## src/rtl/thermal_load_estimator.sv

```systemverilog
module thermal_load_estimator #(
  parameter int EST_W     = 8,
  parameter int STEP_UP   = 4,
  parameter int COOL_STEP = 2,
  parameter int FLOOR     = 26,
  parameter int HOT_LIMIT = 90,
  parameter int WINDOW    = 16,
  parameter int NBR       = 4
) (
  input  logic             clk,
  input  logic             rst_n,
  input  logic [NBR-1:0]   nbr_grant,
  input  logic             local_accept,
  output logic [EST_W-1:0] est_temp,
  output logic             over_limit
);
  localparam int CW    = (WINDOW > 1) ? $clog2(WINDOW) : 1;
  localparam int SW    = EST_W + 8;
  localparam int MAXV  = (1 << EST_W) - 1;

  logic [CW-1:0] idle_cnt;
  logic [3:0]    n_evt;
  logic [SW-1:0] raised, lowered;
  logic          active, expire;

  always_comb begin
    n_evt = {3'b0, local_accept};
    for (int i = 0; i < NBR; i++) n_evt = n_evt + {3'b0, nbr_grant[i]};
  end

  assign active  = (n_evt != 4'd0);
  assign expire  = !active && (idle_cnt == CW'(WINDOW - 1));
  assign raised  = SW'(est_temp) + SW'(n_evt) * SW'(STEP_UP);
  assign lowered = (SW'(est_temp) >= SW'(FLOOR + COOL_STEP)) ?
                   SW'(est_temp) - SW'(COOL_STEP) : SW'(FLOOR);

  always_ff @(posedge clk or negedge rst_n) begin
    if (!rst_n) begin
      est_temp   <= EST_W'(FLOOR);
      idle_cnt   <= '0;
      over_limit <= 1'b0;
    end else begin
      over_limit <= (est_temp > EST_W'(HOT_LIMIT));
      if (active) begin
        idle_cnt <= '0;
        est_temp <= (raised > SW'(MAXV)) ? EST_W'(MAXV) : raised[EST_W-1:0];
      end else if (expire) begin
        idle_cnt <= '0;
        est_temp <= lowered[EST_W-1:0];
      end else begin
        idle_cnt <= idle_cnt + 1'b1;
      end
    end
  end
endmodule


```

## config.mk

```make
export PLATFORM = sky130hd
export DESIGN_NAME = thermal_load_estimator
export DESIGN_NICKNAME = d
export VERILOG_FILES = /design/src/rtl/thermal_load_estimator.sv
export SDC_FILE = /design/constraint.sdc
export NUM_CORES = 1
export LEC_CHECK = 0
export BUFFER_PORTS_ARGS = -buffer_cell sky130_fd_sc_hd__buf_2
export CORE_MARGIN = 2
export CORE_UTILIZATION = 45
export DETAILED_ROUTE_END_ITERATION = 10
export PLACE_DENSITY = 0.8
export SYNTH_ARGS = -nofsm -noshare
export SYNTH_HDL_FRONTEND = slang
export SYNTH_SLANG_ARGS = --single-unit
```

## constraint.sdc

```tcl
create_clock -name clk -period 1.7 [get_ports clk]
set_input_delay 0.255 -clock clk [delete_from_list [all_inputs] [get_ports clk]]
set_output_delay 0.255 -clock clk [all_outputs]
set_load 0.03 [all_outputs]
```

---- Yosys cells after proc, flatten, opt, wreduce, memory -nomap -nowiden ----
Cells that the tools add are included.
Widths: inputs -> output; s select.
storage, ports and cells
  bits in registers ....................... 13
  latch bits .............................. 0
  memory bits (writable) .................. 0
  memory bits (read-only) ................. 0
  output and inout port bits .............. 9
  logic and storage cells ................. 24
  memories ................................ 0
operators by class
  add/subtract/negate cells ............... 7
  $mul .................................... 0
  divide/modulo/power cells ............... 0
  magnitude comparators ................... 3
  eq/ne operators ......................... 1
  shift-type cells ........................ 0
  multiplexer cells ....................... 6
  bitwise logic cells ..................... 0
  reductions and logical operators ........ 4
operators with widths
  kind                 number
  $mux 8               4
  $add 8x6->9          1
  $gt 9x8->1 const B   1
  $ge 8x5->1 const B   1
  $gt 8x7->1 const B   1
  $mux 4               2
  $sub 8x2->8 const B  1
  $add 3x1->4          1
  $add 4x1->4          1
  $add 4x1->4 const B  1
  $eq 4x4->1 const B   1
  $reduce_bool 4->1    1
  $add 2x1->3          1
  $add 1x1->2          1
  $reduce_bool 2->1    1
  $logic_and 1x1->1    1
  $logic_not 1->1      1

---- Logic depth before layout (Yosys ltp) ----
Gate-level depths: netlist of the first run.
  word-level depth ........................ 9
  mapped depth ............................ 10
  gate-level depth less buffers ........... 10

---- Worst setup path before layout of the first run ----
OpenSTA, ideal clock, no wires.
  path type ............................... input -> register
  from .................................... input port nbr_grant[0]
  to ...................................... register est_temp[5]
  arrival ................................. 2540 ps
  required time ........................... 1554 ps
  slack ................................... -986 ps
  cell stages on the path ................. 10
  cell sequence ........................... inv_1 > fa_1 > fa_1 > inv_1 > ha_1 > or3b_1 > buf_6 > or3_1 > o221ai_1 > o311ai_1
between the ends
  cells in the longest elaborated chain, start to end .. 8
RTL lines
  what                                              line    RTL
  start, declared                                   12      input logic [NBR-1:0] nbr_grant,
  $add 1x1->2 (*)                                   28      for (int i = 0; i < NBR; i++) n_evt = n_evt + {3'b0, nbr_grant[i]};
  $add 2x1->3 (*)                                   28
  $add 3x1->4 (*)                                   28
  $add 4x1->4 (*)                                   28
  $add 8x6->9 or $reduce_bool 4->1 (tied branches)  33, 31
  $gt 9x8->1 or $logic_not 1->1 (tied branches)     46, 32
  $mux 8 or $logic_and 1x1->1 (tied branches)       46, 32
  $mux 8 or $reduce_bool 2->1 (tied branches)       -
  end signal, assigned                              39      est_temp <= EST_W'(FLOOR);
  end signal, assigned                              46      est_temp <= (raised > SW'(MAXV)) ? EST_W'(MAXV) : raised[EST_W-1:0];
  end signal, assigned                              49      est_temp <= lowered[EST_W-1:0];
  end, declared                                     14      output logic [EST_W-1:0] est_temp,
Every way passes the cells marked *; elsewhere a longest branch is shown, timed or not.
A chain may end at the register's enable or synchronous reset.

---- Worst setup path in the final report of the first run ----
  from .................................... input port nbr_grant[1]
  to ...................................... register est_temp[3]
between the ends
  cells in the longest elaborated chain, start to end .. 7
RTL lines
  what                                              line
  $add 2x1->3 (*)                                   28
  $add 3x1->4 (*)                                   28
  $add 4x1->4 (*)                                   28
  $add 8x6->9 or $reduce_bool 4->1 (tied branches)  33, 31
  $gt 9x8->1 or $logic_not 1->1 (tied branches)     46, 32
  $mux 8 or $logic_and 1x1->1 (tied branches)       46, 32
  $mux 8 or $reduce_bool 2->1 (tied branches)       -
Marks and branches as above.

==> results.md, run 1 <==
- Clock root cell: clkbuf_4
- Most used DFF post-synth: dfrtp_1
- Area Growth Syn to Fin: 36.5%
- P_int: 1.12 mW
- Max Cap Viol: 0
- Largest net degree at the start of global routing: 14
- Combinational power share: roughly three fifths
- Row count: 16
- Drt drc: 0
- Antenna viol nets, final: 0
- Final TNS setup: -5830 ps
- Slew Viols, Final: 0
- Die X: 49.7 um
- I/O Buffers: 15
- Yosys reg bits: 13
- Die area: 2470 um2
- Sw power: 1.07 mW
- Worst-path clk slew: 80 ps
- Clock power frac: 8.9%
- Failing checks: negative setup slack
- Core area: 1960 um2
- Crit Path Max Fanout: 4
- 1st-iter DRT viols: 19
- Starting density of the core: between 40 and 50%
- Layout cells sized above 1: 39.3%
- Die height: 49.7 um
- Top cell type's share of synthesized area: 26.6%
- Final-report hold violation count: 0
- DP HPWL: around 1600 um
- H-tree depth: 1
- Crit path capture type: flip-flop
- IO Count: 16
- Switch share: 48.8%
- Register area share after synthesis: a little over a third
- Area contributors post-synth: dfrtp_1 27%, ha_1 9.3%, dfstp_2 8.4%
- Global Route Usage Sum: 20.7%
- Drt first pass iters: 4
- Setup violators final: 12
- F_max: 0.413 GHz
- Fill count: 166
- GRT overflow: 0
- Unrepaired setup endpoints after global routing: yes
- Commonest cells after routing, fill and taps aside: 13 x buf_2, 10 x dfrtp_1, 9 x nand2_1, 9 x buf_4
- Period utilisation layout: 142%
- Clk sink count: 13
- Leakage power: 0.577 nW
- Routability Congestion: 0.883
- Post-placement setup slack: -1130 ps
- First-pass GRT wire length: 3820 um
- Syn_nets: 121
- Worst min path class: in2async
- # nets final: 153
- Synth warn: 0
- Most common cell after layout, fill and taps aside: buf_2
- Peak VDD IR: 0.980 mV
- Ys async rst share: 100%
- CP startpoint kind: input pin
- Skew final: approximately 0.57 ps
- Max clock buf depth: 2
- Power Density: 1710 nW/um2
- N_diodes: 0
- Worst hold slack: 374 ps
- Mapped Cells: 104
- Worst Tran Pin Value: 410 ps
- Total chip power: 2.19 mW
- CTS tree: done
- Vias in the first global route: a little over 900
- Initial antenna violation count: 0
- Status: finished, violations left
- PnR worst setup slack: -719 ps
- Mapped cell area: 940 um2
- Synth cell types: 35
- Final WL: 2290 um
- Req. time, crit path: 1920 ps
- Min Tclk post-route: 2420 ps
- Syn Area/Cell: 9.04 um2
- Slew headroom: 72.4%
- CP Class: in2reg
- WP data arrival: 2640 ps
- Vias per cell: 5.52
- Clock Latency Late Sink: 280 ps
- DR vias: 895
- Number of synthesized flops with an enable pin: 0
- Final core occ: 65.4%
- Sequential Power Share: 30.3%
- Post-synth top area cell: dfrtp_1
- Routed length per instance: 14.1 um
- Num CTS Buffers: 3
-- synth_stat cells (2+ instances only) --
| master | number |
|---|---|
| dfrtp_1 | 10 |
| nor3_1 | 3 |
| nand3_1 | 6 |
| ha_1 | 7 |
| o21ai_0 | 5 |
| a21o_1 | 2 |
| nor2_1 | 7 |
| or3_1 | 3 |
| nand2_1 | 10 |
| nand4_1 | 2 |
| and2_1 | 3 |
| o31a_1 | 2 |
| a31oi_1 | 2 |
| xnor2_1 | 2 |
| inv_1 | 11 |
| dfstp_2 | 3 |
| a21oi_1 | 6 |
| fa_1 | 3 |
-- power by group through the flow --
stage               clock (mW)  sequential [mW]  combinational (mW)
floorplan                    0            0.837               0.607
global placement             0            0.641                1.12
detailed placement           0            0.647                1.15
CTS                      0.204            0.647                1.26
global route             0.222            0.684                1.44
finish                   0.196            0.663                1.33
-- worst paths after layout --
| path | depth (start not counted) | from | end | slack (ps) |
|---|---|---|---|---|
| max | 11 | nbr_grant[1] | est_temp[3] | -720 |
| max reg2reg | 5 | est_temp[3] | est_temp[5] | 0 |
| max in group asynchronous | 2 | rst_n | est_temp[3] | 1050 |
| min in group clk | 1 | idle_cnt[0] | idle_cnt[0] | 470 |
| min reg2reg | 1 | idle_cnt[0] | idle_cnt[0] | 470 |
| min | 2 | rst_n | idle_cnt[3] | 370 |
-- kinds of logic (layout without fill, tap and decap cells) --
logic type	count (synthesis)	in the layout	synth area share, %
AO/OA/AOI/OAI	25	25	17.4
XOR/XNOR	3	3	2.80
adder cells (fa/ha/maj)	10	10	15.7
buffers and inverters	12	43	5.59
flip-flops	13	13	35.0
AND/OR/NAND/NOR	41	41	23.4
-- state kept, by name, indices dropped and copies added (netlist names) --
| register | count |
|---|---|
| over_limit | 1 |
| est_temp | 8 |
| idle_cnt | 4 |
-- per-layer routing --
metal | global-route usage (%) | share of wire, % | up-vias
li1 | - | - | 437
met1 | 23.1 | 40 | 410
met2 | 36.0 | 52 | 38
met3 | 3.33 | 4.7 | 10
met4 | 13.9 | 2.9 | 0
met5 | 0 | 0 | -
-- through the flow --
stage	std cells	instance area, um2
CTS	161	1240
global route	162	1280
detailed placement	155	1140
floorplan	104	967
global placement	155	1140
finish	162	1280
-- layout make-up --
class	count	area, um2	area share [%]
sequential	13	329	25.7
clock buffer	4	26.3	2.05
multi-input combinational	79	639	49.9
timing repair buffer	28	203	15.8
inverter	11	51.3	4.00
tap	27	33.8	2.63
-- critical path, stage by stage --
cell     delay (ps)
buf_8            70
inv_4            30
fa_1            480
fa_2            560
inv_2            50
ha_4            150
fa_2            340
a21o_1          220
nand4_1         170
nand2_1          90
a31o_2          220
-- timing repair --
item / 4_1_cts / 5_1_grt
gates resized for setup: 15 / 9
endpoints found under the hold margin: 10 / 0
buffers inserted: 1 / 1
pin swaps: 7 / 4
endpoints found under the setup margin: 12 / 12
hold buffers: 1 / 0
(Power assumes the default switching activity.)
==> inputs of run 2 (changes only) <==
PLACE_DENSITY = 0.77   (was 0.8)
SETUP_SLACK_MARGIN = 0.4   (was not set)
clock period = 3.1 ns   (was 1.7 ns; I/O delays follow)
==> run 2 against run 1 <==
The run now ends clean. Clock skew grew 5.6 ps. Worst setup slack gained 1200 ps. Utilization shrank 6.5 points. Non-clock buffer count shrank 9. Wire length shrank 10%. Flip-flop and latch count is the same. Final area shrank 10%. First-iteration DRC count grew 26%. Count of clock-buffer cells in the layout is the same. Die area is the same. Hold slack lost 320 ps.
==> results.md, run 2 (synthesis results as in run 1) <==
- Status: finished clean (was finished, violations left)
- Post-placement setup slack: 57.6 ps (was -1130 ps)
- CTS tree: done (unchanged)
- Row count: 16 (unchanged)
- Clk sink count: 13 (unchanged)
- Post-DP Area: 1090 um2 (was 1140 um2)
- Most common cell after layout, fill and taps aside: buf_2 (unchanged)
- Die X: 49.7 um (unchanged)
- GRT overflow: 0 (unchanged)
- First-pass GRT wire length: 3690 um (was 3820 um)
- Clock root cell: clkbuf_4 (unchanged)
- Largest net degree at the start of global routing: 14 (unchanged)
- Commonest cells after routing, fill and taps aside: 13 x buf_2, 10 x nand2_1, 10 x dfrtp_1, 7 x nor2_1 (was 13 x buf_2, 10 x dfrtp_1, 9 x nand2_1, 9 x buf_4)
- Critical-path cell list: buf_2 -> inv_2 -> fa_1 -> fa_2 -> inv_2 -> ha_4 -> fa_2 -> a21o_1 -> nand4_1 -> o31a_1 -> o311ai_2 (was buf_8 -> inv_4 -> fa_1 -> fa_2 -> inv_2 -> ha_4 -> fa_2 -> a21o_1 -> nand4_1 -> nand2_1 -> a31o_2)
- I/O Buffers: 15 (unchanged)
- Biggest regs: est_temp x8, idle_cnt x4, over_limit x1 (unchanged)
- 1st-iter DRT viols: 24 (was 19)
- Max Cap Viol: 0 (unchanged)
- Initial antenna violation count: 0 (unchanged)
- Die area: 2470 um2 (unchanged)
- Num CTS Buffers: 3 (unchanged)
- Clock Latency Late Sink: 290 ps (was 280 ps)
- # nets final: 144 (was 153)
- Req. time, crit path: 3260 ps (was 1920 ps)
- Routed length per instance: 13.4 um (was 14.1 um)
- Largest Register: est_temp (unchanged)
- Setup violators final: 0 (was 12)
- Drt first pass iters: 5 (was 4)
- Leakage power: 0.517 nW (was 0.577 nW)
- Final-report hold violation count: 0 (unchanged)
- Die height: 49.7 um (unchanged)
- Min Tclk post-route: 2650 ps
- Crit path capture type: flip-flop (unchanged)
- WP data arrival: 2820 ps (was 2640 ps)
- Total chip power: 1.11 mW (was 2.19 mW)
- F_max: 0.377 GHz
- Starting density of the core: 47.9% (unchanged)
- Worst-path clk slew: 80 ps (about the same)
- Drt drc: 0 (unchanged)
- Peak VDD IR: 0.459 mV (was 0.980 mV)
- Final TNS setup: 0 ps (was -5830 ps)
- Crit-path max cell delay: 580 ps (was 560 ps)
- Vias per cell: 5.68 (was 5.52)
- CP Class: in2reg (unchanged)
- Fill count: 195 (was 166)
- Worst Tran Pin Value: 374 ps (was 410 ps)
- Vias in the first global route: 813 (was 907)
- Period utilisation layout: 85.6%
- N_diodes: 0 (unchanged)
- Final WL: 2050 um (was 2290 um)
- DP HPWL: 1540 um (was 1650 um)
- Crit Path Max Fanout: 3 (was 4)
- Slew Viols, Final: 0 (unchanged)
- Skew final: 6.18 ps (was 0.565 ps)
- Antenna viol nets, final: 0 (unchanged)
- Cell area after layout: 1150 um2 (was 1280 um2)
- Power Density: 963 nW/um2 (was 1710 nW/um2)
- Post-Layout Cell Count: 153 (was 162)
- Max clock buf depth: 2 (unchanged)
- Worst min path class: in2async (unchanged)
- PnR worst setup slack: 445 ps (was -719 ps)
- Routability Congestion: 0.884 (was 0.883)
- Layout cells sized above 1: 30.2% (was 39.3%)
- Cell count after placement: 148 (was 155)
- Core area: 1960 um2 (unchanged)
- Slowest-stage cell, CP: fa_2 (unchanged)
- Unrepaired setup endpoints after global routing: yes (unchanged)
- Area Growth Syn to Fin: 22.9% (was 36.5%)
- H-tree depth: 1 (unchanged)
- Max FFs per register: 8 (unchanged)
- Global Route Usage Sum: 19.4% (was 20.7%)
- Hold-fix buffers, CTS: 0 (was 1)
- CP startpoint kind: input pin (unchanged)
- Slew headroom: 74.9% (was 72.4%)
- DR vias: 869 (was 895)
- IO Count: 16 (unchanged)
-- run 2: cell count changes in the layout (fill, tap and decap cells not counted), sizes merged --
| cell | change |
|---|---|
| buf | -8 |
| dlygate4sd3 | -1 |
-- run 2: layout make-up --
class | instances | area, um2 | area share, %
Multi-Input combinational cell | 79 | 599 | 51.9
Sequential cell | 13 | 329 | 28.5
Timing Repair Buffer | 19 | 118 | 10.2
Inverter | 11 | 48.8 | 4.23
Tap cell | 27 | 33.8 | 2.93
Clock buffer | 4 | 26.3 | 2.28
-- run 2: critical path, delay by kind of cell --
kind | cells | cell delay [ps]
fa+ha+maj | 4 | 1590
simple gates | 1 | 140
compound gates | 3 | 450
buf+inv | 3 | 160
-- run 2: power breakdown --
group | internal (mW) | total (mW) | switching, mW
Clock | 0.0501 | 0.108 | 0.0584
Sequential | 0.252 | 0.368 | 0.116
Combinational | 0.262 | 0.635 | 0.374
Total | 0.564 | 1.11 | 0.548
-- run 2: metrics by stage --
stage / utilization, % / hold WS, ps
finish: 58.9 / 53.8
global route: 58.9 / 80.8
CTS: 56.8 / 64.3
detailed placement: 55.4 / 370
global placement: 55.4 / 370
floorplan: - / 169
-- run 2: repair_timing --
action / 4_1_cts / 5_1_grt
resized for setup: 0 / 9
setup buffers: 0 / 1
pin swaps: 4 / 6
endpoints found under the setup margin: 3 / 8
-- run 2: layer usage --
metal | up-vias | GRT usage [%] | wire length [um]
li1 | 418 | - | -
met1 | 409 | 25.9 | 888
met2 | 37 | 32.0 | 1010
met3 | 5 | 0.909 | 103
met4 | 0 | 9.72 | 49
met5 | - | 0 | 0
-- run 2: final timing paths --
path | from | to | slack (ps) | cells past startpoint
hold / removal | rst_n | est_temp[0] | 50 | 1
setup / recovery | nbr_grant[0] | est_temp[5] | 450 | 11
setup reg to reg | est_temp[2] | est_temp[5] | 1290 | 6
min in group clk | idle_cnt[0] | idle_cnt[0] | 470 | 1
hold reg to reg | idle_cnt[0] | idle_cnt[0] | 470 | 1
max in group asynchronous | rst_n | est_temp[1] | 2760 | 1
